[config.mk]
export PLATFORM = sky130hd
export DESIGN_NAME = line_filter_bank
export DESIGN_NICKNAME = d
export VERILOG_FILES = /design/src/rtl/lfb_pkg.sv /design/src/rtl/lfb_mask.sv /design/src/rtl/lfb_divider.sv /design/src/rtl/lfb_line.sv /design/src/rtl/line_filter_bank.sv
export SDC_FILE = /design/constraint.sdc
export NUM_CORES = 1
export LEC_CHECK = 0
export ABC_CLOCK_PERIOD_IN_PS = 2800
export BUFFER_PORTS_ARGS = -buffer_cell sky130_fd_sc_hd__buf_2
export CORE_ASPECT_RATIO = 0.8
export CORE_MARGIN = 2
export CORE_UTILIZATION = 34
export CTS_BUF_LIST = sky130_fd_sc_hd__clkbuf_4 sky130_fd_sc_hd__clkbuf_8 sky130_fd_sc_hd__clkbuf_16
export DETAILED_ROUTE_END_ITERATION = 12
export GPL_TIMING_DRIVEN = 0
export SETUP_SLACK_MARGIN = 0.15
export SLEW_MARGIN = 5
export SYNTH_ARGS = -nofsm -noshare
export SYNTH_HDL_FRONTEND = slang
export SYNTH_SLANG_ARGS = --single-unit
[constraint.sdc]
create_clock -name clk -period 2.8 [get_ports clk]
set_input_delay 0.14 -clock clk [delete_from_list [all_inputs] [get_ports clk]]
set_output_delay 0.14 -clock clk [all_outputs]
set_load 0.005 [all_outputs]
[src/rtl/lfb_pkg.sv]
package lfb_pkg;

  typedef enum logic [1:0] {
    FM_PASS     = 2'd0,
    FM_GLITCH   = 2'd1,
    FM_DEBOUNCE = 2'd2
  } filt_mode_e;

  // Effective filter mode of one line from its two status bits.
  function automatic filt_mode_e pick_mode(input logic en, input logic sel);
    if (!en) return FM_PASS;
    return sel ? FM_DEBOUNCE : FM_GLITCH;
  endfunction

  // A new level is accepted when the current sample matches the stored one.
  function automatic logic accept(input logic cur, input logic held);
    return cur == held;
  endfunction

endpackage

[src/rtl/lfb_mask.sv]
module lfb_mask #(
  parameter int W = 8
) (
  input  logic         clk,
  input  logic         rst_n,
  input  logic [W-1:0] set_i,
  input  logic         [W-1:0] clr_i,
  output logic [W-1:0] stat_o
);

  // Set takes priority over clear on the same bit.
  function automatic logic [W-1:0] mask_next(input logic [W-1:0] cur,
                                             input logic [W-1:0] s,
                                             input logic [W-1:0] c);
    return (cur & ~c) | s;
  endfunction

  logic [W-1:0] stat_q;

  always_ff @(posedge clk or negedge rst_n) begin
    if (!rst_n) stat_q <= '0;
    else        stat_q <= mask_next(stat_q, set_i, clr_i);
  end

  assign stat_o = stat_q;


  set_lands_chk: assert property (@(posedge clk) disable iff (!rst_n)
    (set_i != '0) |=> ((stat_o & $past(set_i)) == $past(set_i)));


  clr_lands_chk: assert property (@(posedge clk) disable iff (!rst_n)
    ((clr_i & ~set_i) != '0) |=> ((stat_o & $past(clr_i & ~set_i)) == '0));


  hold_chk: assert property (@(posedge clk) disable iff (!rst_n)
    ((set_i | clr_i) == '0) |=> $stable(stat_o));

endmodule

[src/rtl/lfb_divider.sv]
module lfb_divider #(
  parameter int               DIV_W   = 8,
  parameter logic [DIV_W-1:0] DIV_RST = 3
) (
  input  logic             clk,
  input  logic             rst_n,
  input  logic             wr_i,
  input  logic [DIV_W-1:0] val_i,
  output logic             tick_o
);

  logic [DIV_W-1:0] div_q;
  logic [DIV_W-1:0] cnt_q;
  logic             hit_w;

  assign hit_w  = (cnt_q == div_q);
  assign tick_o = hit_w;

  always_ff @(posedge clk or negedge rst_n) begin
    if (!rst_n) begin
      div_q <= DIV_RST;
      cnt_q <= '0;
    end else if (wr_i) begin
      div_q <= val_i;
      cnt_q <= '0;
    end else if (hit_w) begin
      cnt_q <= '0;
    end else begin
      cnt_q <= cnt_q + 1'b1;
    end
  end


  cnt_bound_chk: assert property (@(posedge clk) disable iff (!rst_n)
    cnt_q <= div_q);


  tick_gap_chk: assert property (@(posedge clk) disable iff (!rst_n)
    (tick_o && !wr_i && div_q != '0) |=> !tick_o);


  div_load_chk: assert property (@(posedge clk) disable iff (!rst_n)
    wr_i |=> (div_q == $past(val_i) && cnt_q == '0));

endmodule

[src/rtl/lfb_line.sv]
module lfb_line
  import lfb_pkg::*;
(
  input  logic clk,
  input  logic rst_n,
  input  logic pad_i,
  input  logic en_i,
  input  logic mode_i,
  input  logic tick_i,
  output logic out_o
);

  logic       s1_q, s2_q;
  logic       prev_g_q;
  logic       prev_d_q;
  logic       out_q;
  filt_mode_e mode_w;

  assign mode_w = pick_mode(en_i, mode_i);

  always_ff @(posedge clk or negedge rst_n) begin
    if (!rst_n) begin
      s1_q     <= 1'b0;
      s2_q     <= 1'b0;
      prev_g_q <= 1'b0;
      prev_d_q <= 1'b0;
      out_q    <= 1'b0;
    end else begin
      s1_q     <= pad_i;
      s2_q     <= s1_q;
      prev_g_q <= s2_q;
      if (tick_i) prev_d_q <= s2_q;
      case (mode_w)
        FM_PASS:     out_q <= s2_q;
        FM_GLITCH:   if (accept(s2_q, prev_g_q)) out_q <= s2_q;
        FM_DEBOUNCE: if (tick_i && accept(s2_q, prev_d_q)) out_q <= s2_q;
        default:     out_q <= out_q;
      endcase
    end
  end

  assign out_o = out_q;


  glitch_hold_chk: assert property (@(posedge clk) disable iff (!rst_n)
    (mode_w == FM_GLITCH && s2_q != prev_g_q) |=> $stable(out_q));


  debounce_tick_chk: assert property (@(posedge clk) disable iff (!rst_n)
    (mode_w == FM_DEBOUNCE && !tick_i) |=> $stable(out_q));


  debounce_hold_chk: assert property (@(posedge clk) disable iff (!rst_n)
    (mode_w == FM_DEBOUNCE && s2_q != prev_d_q) |=> $stable(out_q));

endmodule

[src/rtl/line_filter_bank.sv]
module line_filter_bank #(
  parameter int               LINES   = 8,
  parameter int               DIV_W   = 8,
  parameter logic [DIV_W-1:0] DIV_RST = 3
) (
  input  logic             clk,
  input  logic             rst_n,
  input  logic [LINES-1:0] pad_in,
  input  logic [LINES-1:0] en_set,
  input  logic [LINES-1:0] en_clr,
  input  logic [LINES-1:0] mode_set,
  input  logic [LINES-1:0] mode_clr,
  input  logic             div_wr,
  input  logic [DIV_W-1:0] div_val,
  output logic [LINES-1:0] en_stat,
  output logic [LINES-1:0] mode_stat,
  output logic [LINES-1:0] line_out
);

  logic slow_tick;

  lfb_mask #(.W(LINES)) i_en_mask (
    .clk(clk), .rst_n(rst_n), .set_i(en_set), .clr_i(en_clr), .stat_o(en_stat)
  );

  lfb_mask #(.W(LINES)) i_mode_mask (
    .clk(clk), .rst_n(rst_n), .set_i(mode_set), .clr_i(mode_clr), .stat_o(mode_stat)
  );

  lfb_divider #(.DIV_W(DIV_W), .DIV_RST(DIV_RST)) i_div (
    .clk(clk), .rst_n(rst_n), .wr_i(div_wr), .val_i(div_val), .tick_o(slow_tick)
  );

  for (genvar g = 0; g < LINES; g++) begin : g_line
    lfb_line i_line (
      .clk(clk),
      .rst_n(rst_n),
      .pad_i(pad_in[g]),
      .en_i(en_stat[g]),
      .mode_i(mode_stat[g]),
      .tick_i(slow_tick),
      .out_o(line_out[g])
    );
  end


  reset_out_chk: assert property (@(posedge clk)
    !rst_n |=> (en_stat == '0 && mode_stat == '0));

endmodule

# == Word-level counts from Yosys, hierarchy flattened ==
# Index checks and enable logic that the tools add are counted.
# word_totals
word_cells,174
ram_bits,0
register_bits,72
memories,0
input_bits,51
output_inout_bits,24
rom_bits,0
latch_bits,0
# classes
n_mul,0
reduce_logical,32
n_div,0
magnitude_cmp,0
bitwise_logic,6
mux,42
addsub,1
n_eq_ne,49
n_shift,0
# op_table
op,n
$mux 2,16
$ne 2x1->1 const B,16
$pmux 1 s3,8
$reduce_and 3->1,8
$reduce_bool 3->1,8
$and 8x8->8,2
$eq 1x1->1,16
$eq 2x1->1 const B,8
$eq 2x2->1 const B,8
$logic_not 2->1,8
$mux 1,16
$mux 8,2
$not 8->8,2
$or 8x8->8,2
$add 8x1->8 const B,1
$eq 8x8->1,1
$logic_and 1x1->1,8

# == Depth between registers and ports, before layout ==
# Gate-level depths: netlist of the first run.
# logic_depth
depth_word,5
depth_mapped,6
depth_no_buf,4

# == Modules after synthesis ==
# From an unflattened synthesis of the first run, not the netlist that was laid out.
# unflattened
cells_unflattened,231
area_unflattened_um2,2962.8
# by_module_without_submodules
module,area_each_um2,cells_per_inst,seq_area_each_um2,n_inst
lfb_line (g_line[1].i_line ...),195.2,15,125.1,7
lfb_divider,814.5,63,402.9,1
lfb_mask,290.3,24,200.2,2
lfb_line (g_line[0].i_line),201.4,15,125.1,1

# == Worst setup path after synthesis of the first run ==
# No wires, ideal clock.
# synth_path
kind,register -> register
from,register i_div.div_q[1]
to,register g_line[6].i_line.prev_d_q
path_slack_ns,0.953
n_path_buf,2
stages_incl_launch_ff,7
synth_period_minus_slack_ns,1.847
t_arrival_ns,1.720
required_ns,2.673
setup_ns,0.127
path_cell_list,dfstp_2 -> xor2_1 -> nor4_4 -> and2_1 -> buf_6 -> buf_6 -> mux2_1
# synth_between
elab_chain_cells,1
# synth_rtl
item,line,rtl
"start, declared",lfb_divider.sv:12,logic [DIV_W-1:0] div_q;
"start signal, assigned",lfb_divider.sv:24,div_q <= val_i;
$eq 8x8->1,lfb_divider.sv:16,assign hit_w = (cnt_q == div_q);
"end signal, assigned",lfb_line.sv:32,if (tick_i) prev_d_q <= s2_q;
"end, declared",lfb_line.sv:15,logic prev_d_q;
# No other way between the ends.
# A chain may end at the register's enable or synchronous reset.

# == Final worst setup path of the first run ==
# Same ends and word-level chain as after synthesis.

==> results of run 1 <==
-- per-layer routing --
metal  up-vias  part of all wire, %
met5         -                    0
met4         0                  1.1
met3         9                  5.6
met2        69                   49
met1      1083                   44
li1       1081                    -
-- sequential cells by signal, indices dropped and copies added, names as in the netlist --
| register | flops |
|---|---|
| i_div.cnt_q | 8 |
| i_en_mask.stat_o | 8 |
| g_line.i_line.out_o | 8 |
| g_line.i_line.s1_q | 8 |
| i_mode_mask.stat_o | 8 |
| i_div.div_q | 8 |
| g_line.i_line.prev_d_q | 8 |
| g_line.i_line.prev_g_q | 8 |
| g_line.i_line.s2_q | 8 |
-- through the flow --
| stage | worst slack (ns) | cells | total power, mW |
|---|---|---|---|
| 4_1_cts | 0.558 | 484 | 2.73 |
| 3_5_place_dp | 0.582 | 444 | 1.54 |
| 2_1_floorplan | 0.953 | 255 | 1.41 |
| 3_3_place_gp | 0.608 | 443 | 1.52 |
| 5_1_grt | 0.478 | 484 | 2.82 |
| 6_report | 0.612 | 484 | 2.69 |
-- report_power, final --
group	switching [mW]	leakage [nW]	total (mW)	internal (mW)
clock network	0.391	0.156	1.15	0.754
logic	0.138	1.10	0.333	0.195
registers	0.0777	0.867	1.21	1.13
total	0.607	2.13	2.69	2.08
-- synthesized netlist by cell type (5+ instances only) --
cell and instances:
nor2_1 8, o211ai_1 8, mux2_1 8, inv_1 24, xor2_1 21, nand3_1 5
o22ai_1 8, buf_4 24, mux2_2 8, nand4_1 6, a31oi_1 8, nor3_1 9
dfrtp_1 70, nor3b_1 7, o211a_1 8, a21o_1 16
-- kinds of logic after synthesis --
group	Yosys count	share of synthesized area [%]
flops	72	57.7
buf+inv	54	9.92
compound gates	48	11.5
simple gates	42	8.60
xor+xnor	22	6.16
mux	16	5.76
fa+ha+maj	1	0.400
-- final cells by class --
class / instances / area share [%]
buffer: 30 / 5.23
clock buffer: 13 / 6.36
clock inverter: 3 / 0.951
inverter: 24 / 2.14
multi-input combinational: 129 / 24.1
sequential: 72 / 42.9
tap: 115 / 3.42
timing repair buffer: 98 / 14.9
-- cell usage in the layout, fill, tap and decap left out, types with 2 or more instances in the layout --
cell type	Yosys	routed
nor3b_1	7	7
nor2_1	8	8
nand3_1	5	5
buf_6	2	2
clkbuf_16	0	9
xor2_1	21	21
o22ai_1	8	8
buf_4	24	25
clkbuf_4	0	2
dfrtp_1	70	70
dlygate4sd3_1	0	24
nor3_1	9	9
and3_1	2	2
clkinv_2	0	2
o211a_1	8	8
inv_1	24	24
dfstp_2	2	2
buf_2	2	74
a21o_1	16	16
mux2_1	8	8
and4_1	2	2
nand4_1	6	6
mux2_2	8	8
o211ai_1	8	8
a31oi_1	8	8
clkbuf_8	0	2
nor4_4	2	2
-- path summary, 6_finish.rpt --
| kind | startpoint | cells after the start | slack (ns) | to |
|---|---|---|---|---|
| setup / recovery | i_div.div_q[1] | 6 | 0.61 | g_line[6].i_line.prev_d_q |
| hold reg to reg | g_line[0].i_line.s1_q | 0 | 0.35 | g_line[0].i_line.s2_q |
| hold / removal | mode_set[1] | 2 | 0.01 | i_mode_mask.stat_o[1] |
| max in group asynchronous | rst_n | 3 | 1.93 | i_div.cnt_q[3] |
| min in group asynchronous | rst_n | 2 | 0.32 | i_mode_mask.stat_o[5] |
| setup reg to reg | i_div.div_q[1] | 6 | 0.61 | g_line[6].i_line.prev_d_q |
-- timing repair --
item                      4_1_cts  5_1_grt
hold buffers                   24        0
hold endpoints to repair       55        0
setup buffers                   0        0
resized for setup               0        0
==> results.md, run 1 <==
- Die X: 111 um
- # clock sinks: 72
- Synthesis warning total: 0
- Area of the multi-input gates: about 1000 um2
- Synth area leader: dfrtp_1
- Mapped Avg Cell Area: 12.3 um2
- Crit-path most repeated cell: buf_6
- Clock latency on the worst-skew pair: approximately 0.32 ns
- Max-slew violation count: 0
- Fin. Hold Viols: 0
- Hold crit path type: in -> reg
- Synth top area cells: dfrtp_1, xor2_1, buf_4
- Die area: ~10000 um2
- CP Capture Type: register
- DRC errors left: 0
- Top Usage Layer GRT: met2
- Routed vias/inst: 4.63
- Max-capacitance violation count: 0
- Met1 Use GR: 15.6%
- Placer Congestion: just over 0.7
- Worst-Margin Slew: 0.577 ns
- Initial antenna violation count: 0
- Startpoint type of the worst setup path: register
- Final net count: 416
- RSZ-0062 raised after global routing: no
- H-tree levels: 3
- WHS: about 0.014 ns
- Iter 0 DRT Violations: between 70 and 80
- # rows: 31
- Leakage: 2.13 nW
- HPWL Detailed: between 4 and 5 mm
- First-pass GRT wire length: between 10 and 15 mm
- Clk root buf: clkbuf_16
- Worst endpoint required time: around 3.0 ns
- Final Core Density: 46.8%
- Critical-path maximum fanout: 10
- Total GRT Usage: 12.7%
- Post-synthesis async set-or-reset flop share: 100%
- Via count: roughly 2.2k
- Post-Syn Area: between 3000 and 4000 um2
- Ports: 75
- Worst path cell trace: xor2_1, nor4_4, and2_1, buf_6, buf_6, mux2_1
- Mapped Cells: 255
- CTS tree: yes
- CP delay by family, top: simple AND/OR/NAND/NOR gates
- Number of fillers in the final layout: 847
- Syn Nets: about 300
- Share of the synthesized area in the top cell type: between 50% and 60%
- Clock skew: 0.00671 ns
- Placement-stage cell area: 3660 um2
- IO buf count: 73
- Sequential fraction of the synthesis area: 57.7%
- N_diodes: 0
- Synth Register Bits: 72
- Met3 Track Usage GR: 4.65%
- CP peak stage delay: 0.58 ns
- Final Critical Period: 2.19 ns
- CP bufs+invs: 2
- Max_slew headroom: 61.3%
- Largest net degree at the start of global routing: 39
- Clk buf depth: 2
- Crit-path slowest cell: nor4_4
- Clock buffer count from CTS: 9
- Crit path DAT: 2.39 ns
- Max Freq: 457 MHz
- Routed WL per cell: 12.3 um
- Fin crit share: 78.2%
- Status: finished, final reports clean
- CORE AREA: 9000 um2
- Total gr overflow: 0
- Final WL: 5.96 mm
- Final TNS setup: 0 ns
- Ys flop type: dfrtp_1
- Yosys cell types: 27
- Area Overhead vs Synth: 34.5%
- Starting Density: 34.8%
- Power Density: around 640 nW/um2
- WS Path Type: reg -> reg
- Final ANT Viol Nets: 0
- Share of layout cells above drive strength 1: 35.2%
- CTS clk-pin slew, worst paths: around 0.05 ns
- Vias in the first global route: 2273
- Register area: 1800 um2
- M2 GR Usage: a little over a fifth
- Die Span Y: around 90 um
- Setup violators final: 0
- VDD IR max: just over 0.3 mV
- Cell area after layout: 4210 um2
- First-pass detailed-route iteration total: 4
- Post-synth EDFFs: 0
No activity file was read; power rests on OpenSTA's default activity.
==> run 2: changes to the inputs <==
Settings changed: ABC_CLOCK_PERIOD_IN_PS 2800 to 2100.
Clock period 2.8 ns to 2.1 ns, I/O delays scaled along.
==> results.md, run 2 (synthesized netlist as in run 1, its figures left out) <==
- Status: finished, final reports clean
- Dpl cells: 444 (unchanged)
- Starting Density: 34.8% (unchanged)
- Final Critical Period: 1.86 ns (-0.325 ns)
- FF-to-FF End: g_line[2].i_line.out_o
- First-pass GRT wire length: 10.6 mm (+2.6%)
- Worst-Margin Slew: 0.459 ns (-0.117 ns)
- Clk root buf: clkbuf_16
- Clock latency on the worst-skew pair: 0.32 ns (about the same)
- Non-Filler Instances: 495 (+2.3%)
- Critical-path maximum fanout: 10 (unchanged)
- Initial antenna violation count: 0 (unchanged)
- First-pass detailed-route iteration total: 4 (unchanged)
- Area Overhead vs Synth: 37.8%
- Max-slew violation count: 0 (unchanged)
- Via count: 2258 (+0.71%)
- Crit path launch: i_div.cnt_q[4]
- # clock sinks: 72 (unchanged)
- CORE AREA: 9000 um2 (unchanged)
- Max-capacitance violation count: 0 (unchanged)
- Routed vias/inst: 4.56 (-1.5%)
- Hold crit path type: in -> reg
- Total GRT Usage: 13.1% (+0.42 points)
- Final ANT Viol Nets: 0 (unchanged)
- RR Startpoint: i_div.cnt_q[4]
- Iter 0 DRT Violations: 67 (-8.2%)
- RSZ-0062 raised after global routing: no
- Clock buffer count from CTS: 9 (unchanged)
- Final Core Density: 47.9% (+1.1 points)
- Worst reg2reg setup slack: 0.24 ns (-0.38 ns)
- Die area: 9990 um2 (unchanged)
- IO buf count: 73 (unchanged)
- Worst endpoint required time: 2.33 ns (-0.67 ns)
- Power Density: 836 nW/um2 (+31%)
- Most frequent cells in the layout: buf_2, dfrtp_1, buf_4, dlygate4sd3_1, inv_1
- Fin. Hold Viols: 0 (unchanged)
- Number of fillers in the final layout: 839 (-0.94%)
- Die X: 111 um (unchanged)
- N_diodes: 0 (unchanged)
- Placer Congestion: 0.713 (unchanged)
- Final net count: 427 (+2.6%)
- H-tree levels: 3 (unchanged)
- VDD IR max: 0.412 mV (+34%)
- Ports: 75 (unchanged)
- Share of layout cells above drive strength 1: 37.1% (+1.9 points)
- DRC errors left: 0 (unchanged)
- Startpoint type of the worst setup path: register
- CP Capture Type: register
- Worst Setup EP: g_line[2].i_line.out_o
- Area of the multi-input gates: 1010 um2 (unchanged)
- Largest net degree at the start of global routing: 39 (unchanged)
- Leakage: 2.19 nW (+2.9%)
- Min-delay src: div_val[6]
- WS Path Type: reg -> reg
- Max Freq: 537 MHz (+17%)
- Total gr overflow: 0 (unchanged)
- Clk buf depth: 2 (unchanged)
- Routed WL per cell: 12.5 um (+1.6%)
- Setup violators final: 0 (unchanged)
- Clock skew: 0.00773 ns (+0.00103 ns)
- Commonest non-fill, non-tap cell in the layout: buf_2
- HPWL Detailed: 4.07 mm (unchanged)
- Register area: 1810 um2 (about the same)
- Final WL: 6.19 mm (+3.9%)
- CTS clk-pin slew, worst paths: 0.05 ns (about the same)
- CTS tree: yes
- Max_slew headroom: 69.4% (+8.1 points)
- # rows: 31 (unchanged)
- Vias in the first global route: 2291 (+0.79%)
- Crit path DAT: 2.10 ns (-0.29 ns)
- Die Span Y: 89.8 um (unchanged)
- R2R cell count: 7 (+1)
- Fin crit share: 88.8% (+11 points)
[run 2: cell count changes in the layout (fill, tap and decap cells not counted)]
cell,delta
buf_8,+1
dfrtp_1,-1
buf_12,+1
buf_4,+9
dlygate4sd3_1,+1
buf_6,-1
dfrtp_2,+1
[run 2: repair_timing]
item | 4_1_cts | 5_1_grt
hold endpoints to repair | 56 | 0
pin swaps | 2 | 1
endpoints found under the setup margin | 24 | 8
setup buffers | 5 | 5
hold buffers | 25 | 0
resized for setup | 2 | 0
[run 2: critical path: stages, from the launching register on]
cell,delay [ns]
dfrtp_1,0.41
xor2_1,0.20
nor4_4,0.27
buf_4,0.17
buf_4,0.13
buf_2,0.25
a31oi_1,0.13
nor3b_1,0.22
[run 2: through the flow]
stage	power [mW]	TNS (ns)	hold WS (ns)	setup WS, ns	cell area [um2]
3_3_place_gp	2.03	-0.183	0.213	-0.0924	3640
3_5_place_dp	2.05	-0.230	0.0888	-0.118	3660
4_1_cts	3.66	0	0.00124	0.158	4260
5_1_grt	3.78	0	0.00561	0.150	4310
2_1_floorplan	1.88	0	-0.191	0.253	3130
6_report	3.60	0	0.0104	0.236	4310
[run 2: layer usage]
layer,vias to the layer above,global-route usage (%),wire length [um]
li1,1104,-,-
met1,1087,16.8,2880
met2,58,21.1,2950
met3,9,4.65,295
met4,0,3.50,65
met5,-,0,0
[run 2: worst min path at each step]
| stage | slack [ns] | cells past startpoint | to |
|---|---|---|---|
| final | 0.01 | 2 | i_div.div_q[6] |
| after global routing | 0.006 | 2 | i_div.div_q[0] |
| after floorplan | -0.19 | 0 | g_line[0].i_line.out_o |
| after CTS | 0.001 | 2 | i_div.div_q[6] |
| after detailed placement | 0.09 | 1 | i_mode_mask.stat_o[5] |
| after global placement | 0.21 | 1 | g_line[6].i_line.s1_q |
[run 2: final cells by class]
class | instances | share of cell area [%]
plain buffers | 30 | 5.19
clock buffers | 13 | 6.21
clock inverters | 3 | 0.929
inverters | 24 | 2.09
multi-input cells | 129 | 23.5
flip-flops and latches | 72 | 41.9
well taps | 115 | 3.34
repair buffers | 109 | 16.8
[run 2: where the power goes]
| group | internal (mW) | switching (mW) |
|---|---|---|
| Sequential | 1.51 | 0.104 |
| Combinational | 0.271 | 0.191 |
| Clock | 1.01 | 0.523 |
| Total | 2.79 | 0.818 |
==> run 3: changes to the inputs <==
Settings changed: PLACE_DENSITY set to 0.64.
==> results.md, run 3 (synthesized netlist as in run 1, its figures left out) <==
- Total gr overflow: 0 (unchanged)
- Worst endpoint required time: 2.31 ns (-0.02 ns)
- Sw power: 0.839 mW (+2.6%)
- Critical-path maximum fanout: 6 (-4)
- Ports: 75 (unchanged)
- Die area: 9990 um2 (unchanged)
- Die Span Y: 89.8 um (unchanged)
- Largest net degree at the start of global routing: 42 (+7.7%)
- # clock sinks: 72 (unchanged)
- Starting Density: 34.8% (unchanged)
- Iter 0 DRT Violations: 50 (-25%)
- Initial antenna violation count: 0 (unchanged)
- Area Overhead vs Synth: 40.5%
- Routed WL per cell: 12.6 um (+0.87%)
- Max-capacitance violation count: 0 (unchanged)
- Leakage: 2.23 nW (+1.8%)
- Startpoint type of the worst setup path: register
- Clock skew: 0.00820 ns (+0.000467 ns)
- Pre-CTS WS: -0.125 ns (-0.00670 ns)
- RSZ-0062 raised after global routing: no
- Final WL: 6.33 mm (+2.3%)
- Min-delay src: div_val[5]
- WHS: 0.0109 ns (+0.000531 ns)
- Routed vias/inst: 4.54 (-0.52%)
- First-pass detailed-route iteration total: 4 (unchanged)
- R2R cell count: 7 (unchanged)
- Worst-Margin Slew: 0.426 ns (-0.0329 ns)
- Commonest non-fill, non-tap cell in the layout: buf_2
- Share of layout cells above drive strength 1: 38.0% (+0.88 points)
- Max-slew violation count: 0 (unchanged)
- Most frequent cells in the layout: buf_2, dfrtp_1, buf_4, dlygate4sd3_1, inv_1
- VDD IR max: 0.522 mV (+27%)
- Max_slew headroom: 71.6% (+2.2 points)
- # rows: 31 (unchanged)
- Vias in the first global route: 2363 (+3.1%)
- IO buf count: 73 (unchanged)
- Worst reg2reg setup slack: 0.25 ns (about the same)
- Final WS setup: 0.246 ns (+0.0101 ns)
- Placer Congestion: 0.667 (-6.4%)
- First-pass GRT wire length: 10.9 mm (+2.9%)
- H-tree levels: 3 (unchanged)
- Combinational power share: 12.8% (about the same)
- Clk buf depth: 2 (unchanged)
- Final net count: 434 (+1.6%)
- Die X: 111 um (unchanged)
- Final Critical Period: 1.85 ns (-0.0101 ns)
- HPWL Detailed: 4.03 mm (-1.1%)
- Total GRT Usage: 13.7% (+0.60 points)
- Hold Path Depth: 2 (unchanged)
- CORE AREA: 9000 um2 (unchanged)
- Clock buffer count from CTS: 9 (unchanged)
- WS Path Type: reg -> reg
- Fin. Hold Viols: 0 (unchanged)
- Hold EP: i_div.div_q[5]
- Via count: 2278 (+0.89%)
- Clk root buf: clkbuf_16
- P_int: 2.85 mW (+2.2%)
- Clock latency on the worst-skew pair: 0.33 ns (about the same)
- Hold crit path type: in -> reg
- Final ANT Viol Nets: 0 (unchanged)
- FF-to-FF End: g_line[0].i_line.prev_d_q
- CTS clk-pin slew, worst paths: 0.06 ns (about the same)
- Net Sw Frac: 22.8% (+0.063 points)
- RR Startpoint: i_div.cnt_q[5]
- Power Density: 839 nW/um2 (+0.37%)
- Crit path DAT: 2.07 ns (-0.03 ns)
- Flop pwr share: 43.7% (-1.1 points)
- DRC errors left: 0 (unchanged)
- CP Capture Type: register
- N_diodes: 0 (unchanged)
- Fin crit share: 88.3% (-0.48 points)
- Clk pwr share: 43.5% (+1.1 points)
- Setup violators final: 0 (unchanged)
- Status: finished, final reports clean
- CTS tree: yes
- Max Freq: 539 MHz (+0.55%)
-- run 3: how the worst max path moves through the flow --
stage	start	to	slack, ns	cells after the start
CTS	i_div.div_q[0]	g_line[6].i_line.prev_d_q	0.15	7
global route	i_div.cnt_q[5]	g_line[6].i_line.prev_d_q	0.14	7
floorplan	i_div.div_q[1]	g_line[6].i_line.prev_d_q	0.25	6
finish	i_div.cnt_q[5]	g_line[0].i_line.prev_d_q	0.25	7
global placement	i_div.div_q[1]	g_line[6].i_line.prev_d_q	-0.12	6
detailed placement	i_div.div_q[1]	g_line[6].i_line.prev_d_q	-0.12	6
-- run 3: power groups by stage --
stage,logic (mW),clock network [mW],registers (mW)
after floorplan,0.269,0,1.61
after detailed placement,0.418,0,1.64
after CTS,0.475,1.66,1.61
after global routing,0.527,1.72,1.63
after global placement,0.399,0,1.63
final,0.471,1.60,1.61
-- run 3: final cells by class --
type,count,area [um2]
Buffer,30,229
Tap cell,115,144
Multi-Input combinational cell,129,1020
Inverter,24,90.1
Fill cell,813,4600
Timing Repair Buffer,116,786
Sequential cell,72,1810
Clock inverter,2,35.0
Clock buffer,14,288
-- run 3: metal layers --
metal | GRT usage, % | wire [um] | part of all wire [%] | vias to the layer above
met5 | 0 | 0 | 0 | -
li1 | - | - | - | 1123
met3 | 4.86 | 330 | 5.2 | 12
met2 | 22.1 | 3080 | 49 | 56
met4 | 5.35 | 102 | 1.6 | 0
met1 | 16.9 | 2820 | 44 | 1087
-- run 3: critical path: stages (launching register included) --
cell	delay (ns)
dfrtp_2	0.43
xor2_1	0.19
nor4_4	0.24
buf_4	0.18
and2_4	0.14
buf_6	0.12
buf_4	0.12
mux2_1	0.31
-- run 3: what timing repair did --
action / CTS / global route
endpoints found under the setup margin: 24 / 5
resized for setup: 2 / 4
hold buffers: 28 / 0
pin swaps: 2 / 1
setup buffers: 8 / 6
hold endpoints to repair: 57 / 0
-- run 3: per-stage QoR --
stage	area [um2]	power (mW)	utilization (%)	cells	setup TNS [ns]
2_1_floorplan	3130	1.88	-	255	0
3_3_place_gp	3640	2.03	40.4	443	-0.232
3_5_place_dp	3660	2.06	40.7	444	-0.248
4_1_cts	4330	3.74	48.1	496	0
5_1_grt	4400	3.88	48.8	502	0
6_report	4400	3.69	48.8	502	0
